### src/rtl/ccr_pkg.sv
package ccr_pkg;

   // word indices of the mapped registers (byte offset / 4)
   localparam int WIDX_CTRL  = 0;
   localparam int WIDX_FLUSH = 1;
   localparam int WIDX_STAT  = 2;
   localparam int WIDX_HIT   = 3;
   localparam int WIDX_ACC   = 4;

   // bit positions inside the control word
   localparam int CB_EN   = 0;
   localparam int CB_BERR = 1;
   localparam int CB_PD   = 3;

   localparam int N_CTR = 2;
   localparam int CTR_HIT = 0;
   localparam int CTR_ACC = 1;

   typedef enum logic [2:0] {
      SEL_CTRL,
      SEL_FLUSH,
      SEL_STAT,
      SEL_HIT,
      SEL_ACC,
      SEL_NONE
   } sel_e;

   typedef struct packed {
      logic pd;
      logic berr;
      logic en;
   } ctrl_t;

endpackage

### src/rtl/ccr_bus_decode.sv
module ccr_bus_decode
   import ccr_pkg::*;
#(
   parameter int ADDR_W = 5
) (
   input  logic              bus_req,
   input  logic              bus_we,
   input  logic [ADDR_W-1:0] bus_addr,
   input  logic              flush_busy,
   output sel_e              sel,
   output logic              ready,
   output logic              wr_fire
);

   localparam int WW = ADDR_W - 2;

   logic [WW-1:0] word;
   logic          stall;

   assign word = bus_addr[ADDR_W-1:2];

   always_comb begin
      if      (word == WW'(WIDX_CTRL))  sel = SEL_CTRL;
      else if (word == WW'(WIDX_FLUSH)) sel = SEL_FLUSH;
      else if (word == WW'(WIDX_STAT))  sel = SEL_STAT;
      else if (word == WW'(WIDX_HIT))   sel = SEL_HIT;
      else if (word == WW'(WIDX_ACC))   sel = SEL_ACC;
      else                              sel = SEL_NONE;
   end

   // only a read of the flush word waits for the walk
   assign stall   = (sel == SEL_FLUSH) && !bus_we && flush_busy;
   assign ready   = bus_req && !stall;
   assign wr_fire = bus_req && bus_we && ready;

endmodule

### src/rtl/ccr_flush_seq.sv
module ccr_flush_seq #(
   parameter int LINES = 8,
   parameter int IDX_W = 3
) (
   input  logic             clk,
   input  logic             rst,
   input  logic             start,
   output logic             busy,
   output logic [IDX_W-1:0] clr_idx
);

   localparam logic [IDX_W-1:0] LAST = IDX_W'(LINES - 1);

   logic             busy_q;
   logic [IDX_W-1:0] idx_q;

   always_ff @(posedge clk) begin
      if (rst) begin
         busy_q <= 1'b1;
         idx_q  <= '0;
      end else if (start) begin
         busy_q <= 1'b1;
         idx_q  <= '0;
      end else if (busy_q) begin
         if (idx_q == LAST) begin
            busy_q <= 1'b0;
            idx_q  <= '0;
         end else begin
            idx_q <= idx_q + IDX_W'(1);
         end
      end
   end

   assign busy    = busy_q;
   assign clr_idx = idx_q;

endmodule

### src/rtl/ccr_sat_ctr.sv
module ccr_sat_ctr #(
   parameter int W = 32
) (
   input  logic         clk,
   input  logic         rst,
   input  logic         clr,
   input  logic         inc,
   output logic [W-1:0] count
);

   localparam logic [W-1:0] TOP = {W{1'b1}};

   logic [W-1:0] cnt_q;

   always_ff @(posedge clk) begin
      if (rst)                        cnt_q <= '0;
      else if (clr)                   cnt_q <= '0;
      else if (inc && cnt_q != TOP)   cnt_q <= cnt_q + W'(1);
   end

   assign count = cnt_q;

endmodule

### src/rtl/cache_ctl_regs.sv
module cache_ctl_regs
   import ccr_pkg::*;
#(
   parameter int ADDR_W  = 5,
   parameter int DATA_W  = 32,
   parameter int COUNT_W = 32,
   parameter int LINES   = 8,
   localparam int IDX_W  = (LINES > 1) ? $clog2(LINES) : 1
) (
   input  logic              clk,
   input  logic              rst,
   input  logic              bus_req,
   input  logic              bus_we,
   input  logic [ADDR_W-1:0] bus_addr,
   input  logic [DATA_W-1:0] bus_wdata,
   output logic [DATA_W-1:0] bus_rdata,
   output logic              bus_ready,
   input  logic              hit_pulse,
   input  logic              acc_pulse,
   input  logic              sram_acc,
   input  logic              alias_wr,
   output logic              bus_fault,
   output logic              cache_en,
   output logic              cache_pd,
   output logic              tag_clr,
   output logic [IDX_W-1:0]  tag_clr_idx
);

   if (ADDR_W < 5) begin : g_bad_addr
      $error("ADDR_W must cover offset 0x10");
   end
   if (DATA_W < 4) begin : g_bad_data
      $error("DATA_W must hold the control word");
   end
   if (COUNT_W < 2 || COUNT_W > DATA_W) begin : g_bad_cnt
      $error("COUNT_W must lie in 2..DATA_W");
   end
   if (LINES < 2) begin : g_bad_lines
      $error("LINES must be at least 2");
   end

   sel_e         sel;
   logic         wr_fire;
   logic         flush_busy;
   logic         flush_go;
   ctrl_t        ctrl_q;
   logic [N_CTR-1:0] ctr_clr;
   logic [N_CTR-1:0] ctr_inc;
   logic [COUNT_W-1:0] ctr_val [N_CTR];
   logic [COUNT_W-1:0] hit_cnt;
   logic [COUNT_W-1:0] acc_cnt;
   logic         hit_clr;

   ccr_bus_decode #(.ADDR_W(ADDR_W)) u_dec (
      .bus_req    (bus_req),
      .bus_we     (bus_we),
      .bus_addr   (bus_addr),
      .flush_busy (flush_busy),
      .sel        (sel),
      .ready      (bus_ready),
      .wr_fire    (wr_fire)
   );

   // control word: power-down overrides enable in the same write
   always_ff @(posedge clk) begin
      if (rst) begin
         ctrl_q.pd   <= 1'b0;
         ctrl_q.berr <= 1'b1;
         ctrl_q.en   <= 1'b1;
      end else if (wr_fire && sel == SEL_CTRL) begin
         ctrl_q.pd   <= bus_wdata[CB_PD];
         ctrl_q.berr <= bus_wdata[CB_BERR];
         ctrl_q.en   <= bus_wdata[CB_EN] & ~bus_wdata[CB_PD];
      end
   end

   assign flush_go = wr_fire && (sel == SEL_FLUSH) && bus_wdata[0];

   ccr_flush_seq #(.LINES(LINES), .IDX_W(IDX_W)) u_flush (
      .clk     (clk),
      .rst     (rst),
      .start   (flush_go),
      .busy    (flush_busy),
      .clr_idx (tag_clr_idx)
   );

   assign ctr_inc[CTR_HIT] = hit_pulse;
   assign ctr_inc[CTR_ACC] = acc_pulse;
   assign ctr_clr[CTR_HIT] = wr_fire && (sel == SEL_HIT);
   assign ctr_clr[CTR_ACC] = wr_fire && (sel == SEL_ACC);

   for (genvar i = 0; i < N_CTR; i++) begin : g_ctr
      ccr_sat_ctr #(.W(COUNT_W)) u_ctr (
         .clk   (clk),
         .rst   (rst),
         .clr   (ctr_clr[i]),
         .inc   (ctr_inc[i]),
         .count (ctr_val[i])
      );
   end

   assign hit_cnt = ctr_val[CTR_HIT];
   assign acc_cnt = ctr_val[CTR_ACC];
   assign hit_clr = ctr_clr[CTR_HIT];

   always_comb begin
      bus_rdata = '0;
      unique case (sel)
         SEL_CTRL: begin
            bus_rdata[CB_EN]   = ctrl_q.en;
            bus_rdata[CB_BERR] = ctrl_q.berr;
            bus_rdata[CB_PD]   = ctrl_q.pd;
         end
         SEL_STAT:  bus_rdata[0] = ~flush_busy;
         SEL_HIT:   bus_rdata = DATA_W'(hit_cnt);
         SEL_ACC:   bus_rdata = DATA_W'(acc_cnt);
         default:   bus_rdata = '0;
      endcase
   end

   assign bus_fault = (sram_acc & (ctrl_q.en | ctrl_q.pd)) |
                      (alias_wr & ctrl_q.berr);
   assign cache_en  = ctrl_q.en;
   assign cache_pd  = ctrl_q.pd;
   assign tag_clr   = flush_busy;

endmodule

### config.mk
export PLATFORM = sky130hd
export DESIGN_NAME = cache_ctl_regs
export DESIGN_NICKNAME = d
export VERILOG_FILES = /design/src/rtl/ccr_pkg.sv /design/src/rtl/ccr_bus_decode.sv /design/src/rtl/ccr_flush_seq.sv /design/src/rtl/ccr_sat_ctr.sv /design/src/rtl/cache_ctl_regs.sv
export SDC_FILE = /design/constraint.sdc
export NUM_CORES = 1
export LEC_CHECK = 0
export CORE_AREA = 2 2 64 127
export DETAILED_ROUTE_END_ITERATION = 6
export DIE_AREA = 0 0 66 129
export DONT_BUFFER_PORTS = 1
export MAX_ROUTING_LAYER = met4
export PLACE_DENSITY_LB_ADDON = 0.3
export SLEW_MARGIN = 20
export SYNTH_ARGS = -nofsm -noshare
export SYNTH_HDL_FRONTEND = slang
export SYNTH_HIERARCHICAL = 1
export SYNTH_SLANG_ARGS = --single-unit
### constraint.sdc
create_clock -name clk -period 2.2 [get_ports clk]
set_input_delay 0.22 -clock clk [delete_from_list [all_inputs] [get_ports clk]]
set_output_delay 0.22 -clock clk [all_outputs]
set_load 0.03 [all_outputs]
## Word-level counts from Yosys, hierarchy flattened

Cells that the tools add are included.

- Register bits after elaboration: 71
- Logic and storage cells: 60

- $add $sub $neg: 3
- Eq/ne operators: 11
- Mux-type cells: 13
- Bitwise operators: 7
- Reductions and logical operators: 19

Operators with widths:

| cell | count |
|---|---|
| $add 32x1->32 const B | 2 |
| $ne 32x32->1 const B | 2 |
| $pmux 28 s2 | 1 |
| $mux 3 | 5 |
| $eq 3x2->1 const B | 4 |
| $logic_and 1x1->1 | 12 |
| $eq 3x3->1 const B | 3 |
| $eq 3x1->1 const B | 2 |
| $logic_not 3->1 | 2 |
| $pmux 1 s3 | 2 |
| $reduce_or 2->1 | 3 |
| $pmux 1 s4 | 1 |
| $add 3x1->3 const B | 1 |
| $and 1x1->1 | 3 |
| $mux 1 | 3 |
| $logic_not 1->1 | 2 |
| $not 1->1 | 2 |
| $or 1x1->1 | 2 |
| $pmux 1 s2 | 1 |

## Depth between registers and ports, before layout

Gate-level depths: netlist of run 1.

- Depth after elaboration: 15
- Mapped depth: 12

## Hierarchy

The synthesis of run 1 kept the hierarchy.

By module, submodules not included:

| module | instances | cells an instance | area each (um2) |
|---|---|---|---|
| ccr_sat_ctr | 2 | 198 | 1,620.3 |
| cache_ctl_regs | 1 | 69 | 556.8 |
| ccr_flush_seq | 1 | 17 | 185.2 |
| ccr_bus_decode | 1 | 6 | 47.5 |

## Worst setup path after synthesis of run 1

Ideal clock, no wire load.

- Path kind: in2reg
- From: in bus_addr[4]
- To: reg g_ctr[0].u_ctr.cnt_q[28]
- Data arrival time: 2.129 ns
- Required time: 2.140 ns
- Slack: 0.011 ns
- Stages on the path: 11
- Buffers on the path: 5
- Cell sequence: clkbuf_1 > buf_6 > inv_1 > and3_1 > clkbuf_1 > buf_2 > and2_1 > or2_2 > clkbuf_1 > or4b_1 > nand2_1

- Word-level cells in the longest chain between the ends: 14
- Elaborated cells on any way between the ends: 19

Ends and longest elaborated chain:

| what | line | text |
|---|---|---|
| start: declaration | cache_ctl_regs.sv:14 | `input logic [ADDR_W-1:0] bus_addr,` |
| $eq 3x3->1 | ccr_bus_decode.sv:27 | `else if (word == WW'(WIDX_ACC)) sel = SEL_ACC;` |
| $mux 1 | ccr_bus_decode.sv:27 |  |
| $mux 3 | ccr_bus_decode.sv:26 | `else if (word == WW'(WIDX_HIT)) sel = SEL_HIT;` |
| $mux 3 | ccr_bus_decode.sv:25 | `else if (word == WW'(WIDX_STAT)) sel = SEL_STAT;` |
| $mux 3 | ccr_bus_decode.sv:24 | `else if (word == WW'(WIDX_FLUSH)) sel = SEL_FLUSH;` |
| $mux 3 (*) | ccr_bus_decode.sv:23 | `if (word == WW'(WIDX_CTRL)) sel = SEL_CTRL;` |
| $eq 3x1->1 | ccr_bus_decode.sv:32 | `assign stall = (sel == SEL_FLUSH) && !bus_we && flush_busy;` |
| $logic_and 1x1->1 (2 in a row) | ccr_bus_decode.sv:32 |  |
| $logic_not 1->1 | ccr_bus_decode.sv:33 | `assign ready = bus_req && !stall;` |
| $logic_and 1x1->1 | ccr_bus_decode.sv:33 |  |
| $logic_and 1x1->1 | ccr_bus_decode.sv:34 | `assign wr_fire = bus_req && bus_we && ready;` |
| $logic_and 1x1->1 (*) | cache_ctl_regs.sv:89 | `assign ctr_clr[CTR_HIT] = wr_fire && (sel == SEL_HIT);` |
| via ctr_clr[0] | cache_ctl_regs.sv:47 | `logic [N_CTR-1:0] ctr_clr;` |
| $reduce_or 2->1 (no line) (*) | n/a |  |
| end signal: assignment | ccr_sat_ctr.sv:18 | `else if (inc && cnt_q != TOP) cnt_q <= cnt_q + W'(1);` |
| end: declaration | ccr_sat_ctr.sv:13 | `logic [W-1:0] cnt_q;` |

Mark *: on every way through the listed nets, which the timed path passes. The rest lies on a longest branch.
A chain may end at the register's enable or synchronous reset.

## Worst setup path in the final report of run 1

- From: reg g_ctr[0].u_ctr.cnt_q[1]
- To: reg g_ctr[0].u_ctr.cnt_q[26]

- Word-level cells in the longest chain between the ends: 2
- Elaborated cells on any way between the ends: 3

Ends and longest elaborated chain:

| what |
|---|
| branches (longest 2 deep; another with $add 32x1->32) |

Parallel ways; which one is timed is not known.

==> metrics.txt, run 1 <==
slew at the pin closest to its max-slew limit=822 ps; hold crit path type=in2reg; Max Fclk=454 MHz; die area=8510 sq um; max-cap violation count=0; clk slew on worst S/H paths=50 ps; pin count of the biggest net entering global routing=32; port bufs=0; Via density=6.55; Tcrit/Tclk final=100%; VDD IR max=386 uV; initial antenna violation count=0; die width=66 um; Non-Filler Instances=635; first-pass GRT wire length=18200 um; CTS H-Tree Depth=3; I/O pin cnt=85; sequential element share of the synthesized area=35.3%; Root Buffer=clkbuf_16; dpl ws=55.8 ps; Sink Count=71; Final min period=2200 ps; Final Slew Violations=0; share of async-settable or async-resettable flops after synthesis=0%; synthesized area=4030 sq um; Post-synth EDFFs=0; Starting Density=53.4%; ANT cells=0; starting DRC count in detailed routing=327; layout cells sized above 1=21.3%; placed cell count=615; vias in the first global route=3827; # rows=45; drt first pass iters=5; WL per Instance=18.3 um; hpwl dp=8410 um; gp weighted congestion=0.922; Via Count=4161; fin nets=585; Final setup viols=1; Routed WL=11600 um; crit path max fanout=4; GRT Util Overall=28.1%; placed cell area=4470 sq um; RSZ-0062 raised after global routing=true; status=finished with violations; Core Box Area=7540 sq um; Primary FF master, synth=dfxtp_1; setup ws final=-1.05 ps; Syn Area/Cell=8.26 sq um; Syn Nets=537; CTS tree=yes; static leakage power=1.75 nW; Clk Latency, worst-skew pair=330 ps; Synthesis Warnings=6; setup total negative slack=-1.05 ps; final instance area=4860 sq um; ANT nets after route=0; total gr overflow=0; Area growth syn-to-layout=20.7%; hold violation total from the final report=0; critical path class=reg2reg; violated checks=setup timing; Power Total=2.99 mW; cts bufs inserted=9; Worst Path Required=2460 ps; Unique masters post-synth=54; Final Skew=2.68 ps; CP Capture Type=register; Critical Path AT=2460 ps; worst rel slew slack=45.0%; Die Y-Extent=129 um; Startpoint Class=register; FF+latch count, synth=71; drc violations=0; synthesized instance count=488; clk buf depth=2; PD cells=615 nW/um^2
## what timing repair did
item / 4_1_cts / 5_1_grt
endpoints found under the hold margin: 3 / 0
setup endpoints to repair: 0 / 30
buffers inserted: 0 / 3
hold buffers: 1 / 0
resized for setup: 0 / 19
## layout make-up
class / count / area (sq um)
repair buffers: 65 / 490
clock inverters: 3 / 40.0
flip-flops and latches: 71 / 1430
fillers: 680 / 2680
well taps: 94 / 118
inverters: 11 / 41.3
clock buffers: 13 / 270
multi-input cells: 378 / 2470
## Yosys cell counts (3+ instances only)
master | number | area (sq um)
or2_2 | 3 | 18.8
a31oi_1 | 8 | 50.1
mux2i_1 | 5 | 50.1
or4_4 | 4 | 45.0
inv_1 | 11 | 41.3
nand4_1 | 19 | 119
o211ai_1 | 6 | 45.0
nor4_1 | 8 | 50.1
a211oi_1 | 4 | 30.0
nand3_1 | 24 | 120
o31ai_1 | 6 | 45.0
nand2_1 | 38 | 143
nor3_1 | 9 | 45.0
xnor2_1 | 10 | 87.6
a22o_1 | 29 | 254
dfxtp_1 | 71 | 1420
or3_1 | 30 | 188
o311ai_0 | 4 | 35.0
clkbuf_1 | 12 | 45.0
o21a_1 | 3 | 22.5
a41o_1 | 6 | 60.1
and2_1 | 3 | 18.8
and3_1 | 5 | 31.3
or4_1 | 8 | 60.1
buf_2 | 14 | 70.1
nor2_1 | 38 | 143
o21ai_1 | 10 | 50.1
ha_1 | 4 | 50.1
a21oi_1 | 32 | 160
xor2_1 | 4 | 35.0
o21ai_0 | 24 | 120
## where the power goes
group | internal (mW) | switching (mW) | total, mW
combinational | 0.0601 | 0.103 | 0.163
sequential | 1.30 | 0.0258 | 1.33
clock | 0.967 | 0.532 | 1.50
## metal layers
layer	GRT usage, %	wire length (um)	share of wire [%]
met3	4.37	392	3.4
met2	49.1	6420	55
met5	-	0	0
met1	30.6	4500	39
met4	12.8	306	2.6
## kinds of logic (layout without fill, tap and decap cells)
group                      Yosys count  in the layout  synth area share (%)
DFF                                 71             71                  35.3
xor gates and xnor gates            14             14                  3.04
muxes                                5              5                  1.24
buffers and inverters               39             92                  4.44
and+or+nand+nor                    206            206                  29.1
adders and majority gates            4              4                  1.24
AOI/OAI and AO/OA                  149            149                  25.6
## worst max-delay path, cell delays in order, from the launching register on
cell and delay, ps:
dfxtp_2 350, ha_4 170, nand2_4 60, or4_4 540
or4_4 550, or3_1 330, a21oi_1 140
## registers in the layout, indices dropped and copies added (netlist names)
name and count:
cache_pd 1, g_ctr.u_ctr/count 64, cache_en 1, ctrl_q 1, u_flush/clr_idx 3, u_flush/busy 1
## placed cells by master, fill, tap and decap left out, types with 5 or more instances in the layout
cell type | synthesis | routed
nor3_1 | 9 | 9
dfxtp_1 | 71 | 62
clkbuf_16 | 0 | 9
or4_1 | 8 | 6
nor2_1 | 38 | 37
o21ai_1 | 10 | 11
nand4_1 | 19 | 19
or4_4 | 4 | 6
nand3_1 | 24 | 24
inv_1 | 11 | 11
mux2i_1 | 5 | 5
nand2_1 | 38 | 37
o211ai_1 | 6 | 6
o31ai_1 | 6 | 6
buf_4 | 0 | 64
a21oi_1 | 32 | 31
o21ai_0 | 24 | 23
dfxtp_2 | 0 | 9
xnor2_1 | 10 | 10
a41o_1 | 6 | 6
or3_1 | 30 | 29
and3_1 | 5 | 5
a31oi_1 | 8 | 8
nor4_1 | 8 | 8
a22o_1 | 29 | 29
## worst paths after layout
path         depth (start not counted)                       end  slack [ps]                startpoint
min                                  2              u_flush/busy          40                       rst
min reg2reg                          2  g_ctr[1].u_ctr/count[18]         510  g_ctr[1].u_ctr/count[18]
max reg2reg                          6  g_ctr[0].u_ctr/count[26]          -1   g_ctr[0].u_ctr/count[1]
max                                  6  g_ctr[0].u_ctr/count[26]          -1   g_ctr[0].u_ctr/count[1]
## metrics by stage
| stage | util (%) | hold WS, ps |
|---|---|---|
| global placement | 59.3 | 292 |
| detailed placement | 59.3 | 300 |
| CTS | 63.5 | 33.7 |
| floorplan | - | 291 |
| global route | 64.5 | 51.9 |
| finish | 64.5 | 35.4 |
(Power assumes the default switching activity.)
==> inputs of run 2 (changes only) <==
- CORE_AREA: 2 2 64 127 -> 2 2 65 128
- DIE_AREA: 0 0 66 129 -> 0 0 67 130
- SYNTH_HIERARCHICAL: 1 -> unset
==> run 2 against run 1 <==
Against the previous run:
- the run now ends clean
- critical path depth stayed put
- worst hold slack got worse by 14 ps
- total power is 2.9% higher
- combinational power down 6%
- clock power grew 7%
- clock-buffer cell count did not move
==> metrics.txt, run 2 <==
slowest CP cell=nor3_1 (was or4_4); worst rel slew slack=34.3% (was 45.0%); clk slew on worst S/H paths=60 ps (was 50 ps); Tcrit/Tclk final=93.1% (was 100%); VDD IR max=528 uV (was 386 uV); Via density=6.37 (was 6.55); commonest non-fill, non-tap cell in the layout=dfxtp_1 (was buf_4); Sink Count=71 (unchanged); Sw Pwr=665 uW (was 661 uW); Startpoint Class=register (unchanged); WL per Instance=17.4 um (was 18.3 um); setup total negative slack=0 ps (was -1.05 ps); buffers and inverters on the worst path=1 (was 0); Starting Density=52.4% (was 53.4%); CTS H-Tree Depth=3 (unchanged); first-pass GRT wire length=17900 um (was 18200 um); layout cells sized above 1=17.6% (was 21.3%); post-synth top area share=34.6% (was 35.3%); crit path cell chain=nand4_1 -> nor3_1 -> o2111ai_1 -> buf_4 -> or4_1 -> a21oi_1 (was ha_4 -> nand2_4 -> or4_4 -> or4_4 -> or3_1 -> a21oi_1); CP Capture Type=register (unchanged); RSZ-0062 raised after global routing=false (was true); starting DRC count in detailed routing=368 (was 327); reg-to-reg endpoint=g_ctr[0].u_ctr.count[29] (was g_ctr[0].u_ctr/count[26]); status=complete, no violations (was finished with violations); Top delay family on crit path=simple AND/OR/NAND/NOR gates (unchanged); CTS tree=yes (unchanged); ANT nets after route=0 (unchanged); Largest register FFs=64 (unchanged); PD cells=640 nW/um^2 (was 615 nW/um^2); gp weighted congestion=0.989 (was 0.922); pin count of the biggest net entering global routing=32 (unchanged); Post-synth EDFFs=0 (unchanged); multi-input logic area=2540 sq um (was 2470 sq um); Synthesis Warnings=0 (was 6); post-layout util=61.4% (was 64.5%); port bufs=0 (unchanged); clk buf depth=2 (unchanged); fillers=722 (was 680); reg-to-reg critical path startpoint=g_ctr[0].u_ctr.count[4] (was g_ctr[0].u_ctr/count[1]); Root Buffer=clkbuf_16 (unchanged); Worst Reg-to-Reg Cells=6 (unchanged); slew at the pin closest to its max-slew limit=981 ps (was 822 ps); hpwl dp=7990 um (was 8410 um); drc violations=0 (unchanged); Worst Path Required=2470 ps (was 2460 ps); # rows=46 (was 45); Final min period=2050 ps (was 2200 ps); Max Fclk=488 MHz (was 454 MHz); Int Pwr=2.41 mW (was 2.33 mW); Routed WL=10800 um (was 11600 um); hold_ws=21.8 ps (was 35.4 ps); GRT Util Overall=27.6% (was 28.1%); r2r setup slk=150 ps (was -1 ps); fin nets=572 (was 585); post-CTS setup buffer count=0 (unchanged); initial antenna violation count=0 (unchanged); Final setup viols=0 (was 1); synthesized area=4100 sq um (was 4030 sq um); Critical Path AT=2320 ps (was 2460 ps); cell taking the most area after synthesis=dfxtp_1 (unchanged); Worst Hold End=ctrl_q[1] (was u_flush/busy); drt first pass iters=5 (unchanged); most instantiated cells after synthesis=dfxtp_1, nand2_1, nor2_1, a22o_1, a21oi_1 (was dfxtp_1, nand2_1, nor2_1, a21oi_1, or3_1); max-cap violation count=0 (unchanged); Via Count=3972 (was 4161); FF+latch count, synth=71 (unchanged); sw frac=21.6% (was 22.1%); Primary FF master, synth=dfxtp_1 (unchanged); most common cell in the netlist=dfxtp_1 (unchanged); die area=8710 sq um (was 8510 sq um); most frequent cells in the layout=dfxtp_1, nand2_1, nor2_1, buf_4, a22o_1 (was buf_4, dfxtp_1, nor2_1, nand2_1, a21oi_1); I/O pin cnt=85 (unchanged); ANT cells=0 (unchanged); total gr overflow=0 (unchanged); Unique masters post-synth=61 (was 54); crit path max fanout=11 (was 4); hold depth=2 (unchanged); hold violation total from the final report=0 (unchanged); Die Y-Extent=130 um (was 129 um); Clk Latency, worst-skew pair=340 ps (was 330 ps); vias in the first global route=3725 (was 3827); Final Skew=6.15 ps (was 2.68 ps); Core Box Area=7830 sq um (was 7540 sq um); hold crit path type=in2reg (unchanged); cts bufs inserted=9 (unchanged); Clock power frac=52.0% (was 50.1%); ranking of synthesized cells by area=dfxtp_1, a22o_1, nand2_1 (was dfxtp_1, a22o_1, or3_1); share of async-settable or async-resettable flops after synthesis=0% (unchanged); Hold Startpoint=bus_wdata[1] (was rst); Syn Nets=540 (was 537); Area growth syn-to-layout=17.2% (was 20.7%); Comb pwr share=5.0% (was 5.5%); Final Slew Violations=0 (unchanged); Max stage delay on crit path=420 ps (was 550 ps); sequential element share of the synthesized area=34.6% (was 35.3%); die width=67 um (was 66 um); Sequential cell area=1420 sq um (was 1430 sq um); synthesized instance count=491 (was 488); critical path class=reg2reg (unchanged); static leakage power=1.69 nW (was 1.75 nW); Syn Area/Cell=8.36 sq um (was 8.26 sq um); Flop pwr share=43.0% (was 44.4%)
[run 2: cell types whose count changed after synthesis, sizes merged, moves of 6 or more]
cell / delta
or3: -13
nor2: +6
o21ai: -11
and4: +8
nand2: +13
a31o: +8
nor3: -6
xnor2: +9
[run 2: worst max-delay path by stage]
stage / end / cells after the start / start
after floorplan: g_ctr[1].u_ctr.count[30] / 7 / g_ctr[1].u_ctr.count[0]
after global placement: g_ctr[1].u_ctr.count[0] / 6 / g_ctr[1].u_ctr.count[21]
after detailed placement: g_ctr[1].u_ctr.count[9] / 5 / g_ctr[1].u_ctr.count[21]
after CTS: g_ctr[1].u_ctr.count[9] / 5 / g_ctr[1].u_ctr.count[21]
after global routing: g_ctr[0].u_ctr.count[30] / 5 / g_ctr[0].u_ctr.count[10]
final: g_ctr[0].u_ctr.count[29] / 6 / g_ctr[0].u_ctr.count[4]
[run 2: what timing repair did]
| action | in CTS | in global routing |
|---|---|---|
| hold buffers | 1 | 0 |
| endpoints found under the setup margin | 0 | 5 |
| resized for setup | 0 | 2 |
| hold endpoints to repair | 2 | 0 |
[run 2: through the flow]
step	area [sq um]	worst slack [ps]	std cells	total power [mW]
5_1_grt	4810	21.8	624	3.17
4_1_cts	4800	128	624	3.10
3_3_place_gp	4460	147	607	1.50
3_5_place_dp	4460	154	607	1.50
2_1_floorplan	4100	233	491	1.46
6_report	4810	151	624	3.08
[run 2: cell families after synthesis]
kind of cell	after synthesis	synth area share [%]
AND/OR/NAND/NOR	212	28.6
buffers and inverters	37	3.99
XOR/XNOR	22	4.70
AO/OA/AOI/OAI	136	24.6
flip-flops	71	34.6
adder cells (fa/ha/maj)	4	1.22
multiplexers	9	2.26
[run 2: layer usage]
| metal | part of all wire (%) | global-route usage (%) | vias to the layer above | wire (um) |
|---|---|---|---|---|
| met3 | 5.5 | 6.21 | 24 | 596 |
| met2 | 51 | 44.7 | 118 | 5550 |
| met4 | 2.6 | 12.2 | 0 | 287 |
| li1 | - | - | 1936 | - |
| met5 | 0 | - | - | 0 |
| met1 | 41 | 32.0 | 1894 | 4410 |
[run 2: area by class of cell]
class / instances / area share (%)
Clock buffer: 13 / 5.41
Clock inverter: 3 / 1.35
Inverter: 12 / 0.937
Multi-Input combinational cell: 383 / 52.7
Sequential cell: 71 / 29.6
Tap cell: 96 / 2.50
Timing Repair Buffer: 46 / 7.49
[run 2: worst reg2reg max path: stages, from the launching register on]
cell       delay, ps
dfxtp_1          410
nand4_1          220
nor3_1           420
o2111ai_1        180
buf_4            200
or4_1            400
a21oi_1          160
[run 2: power groups by stage]
| stage | clock, mW | combinational (mW) | sequential [mW] |
|---|---|---|---|
| 2_1_floorplan | 0 | 0.102 | 1.35 |
| 3_3_place_gp | 0 | 0.150 | 1.35 |
| 3_5_place_dp | 0 | 0.153 | 1.35 |
| 4_1_cts | 1.62 | 0.155 | 1.32 |
| 5_1_grt | 1.67 | 0.170 | 1.32 |
| 6_report | 1.60 | 0.154 | 1.32 |
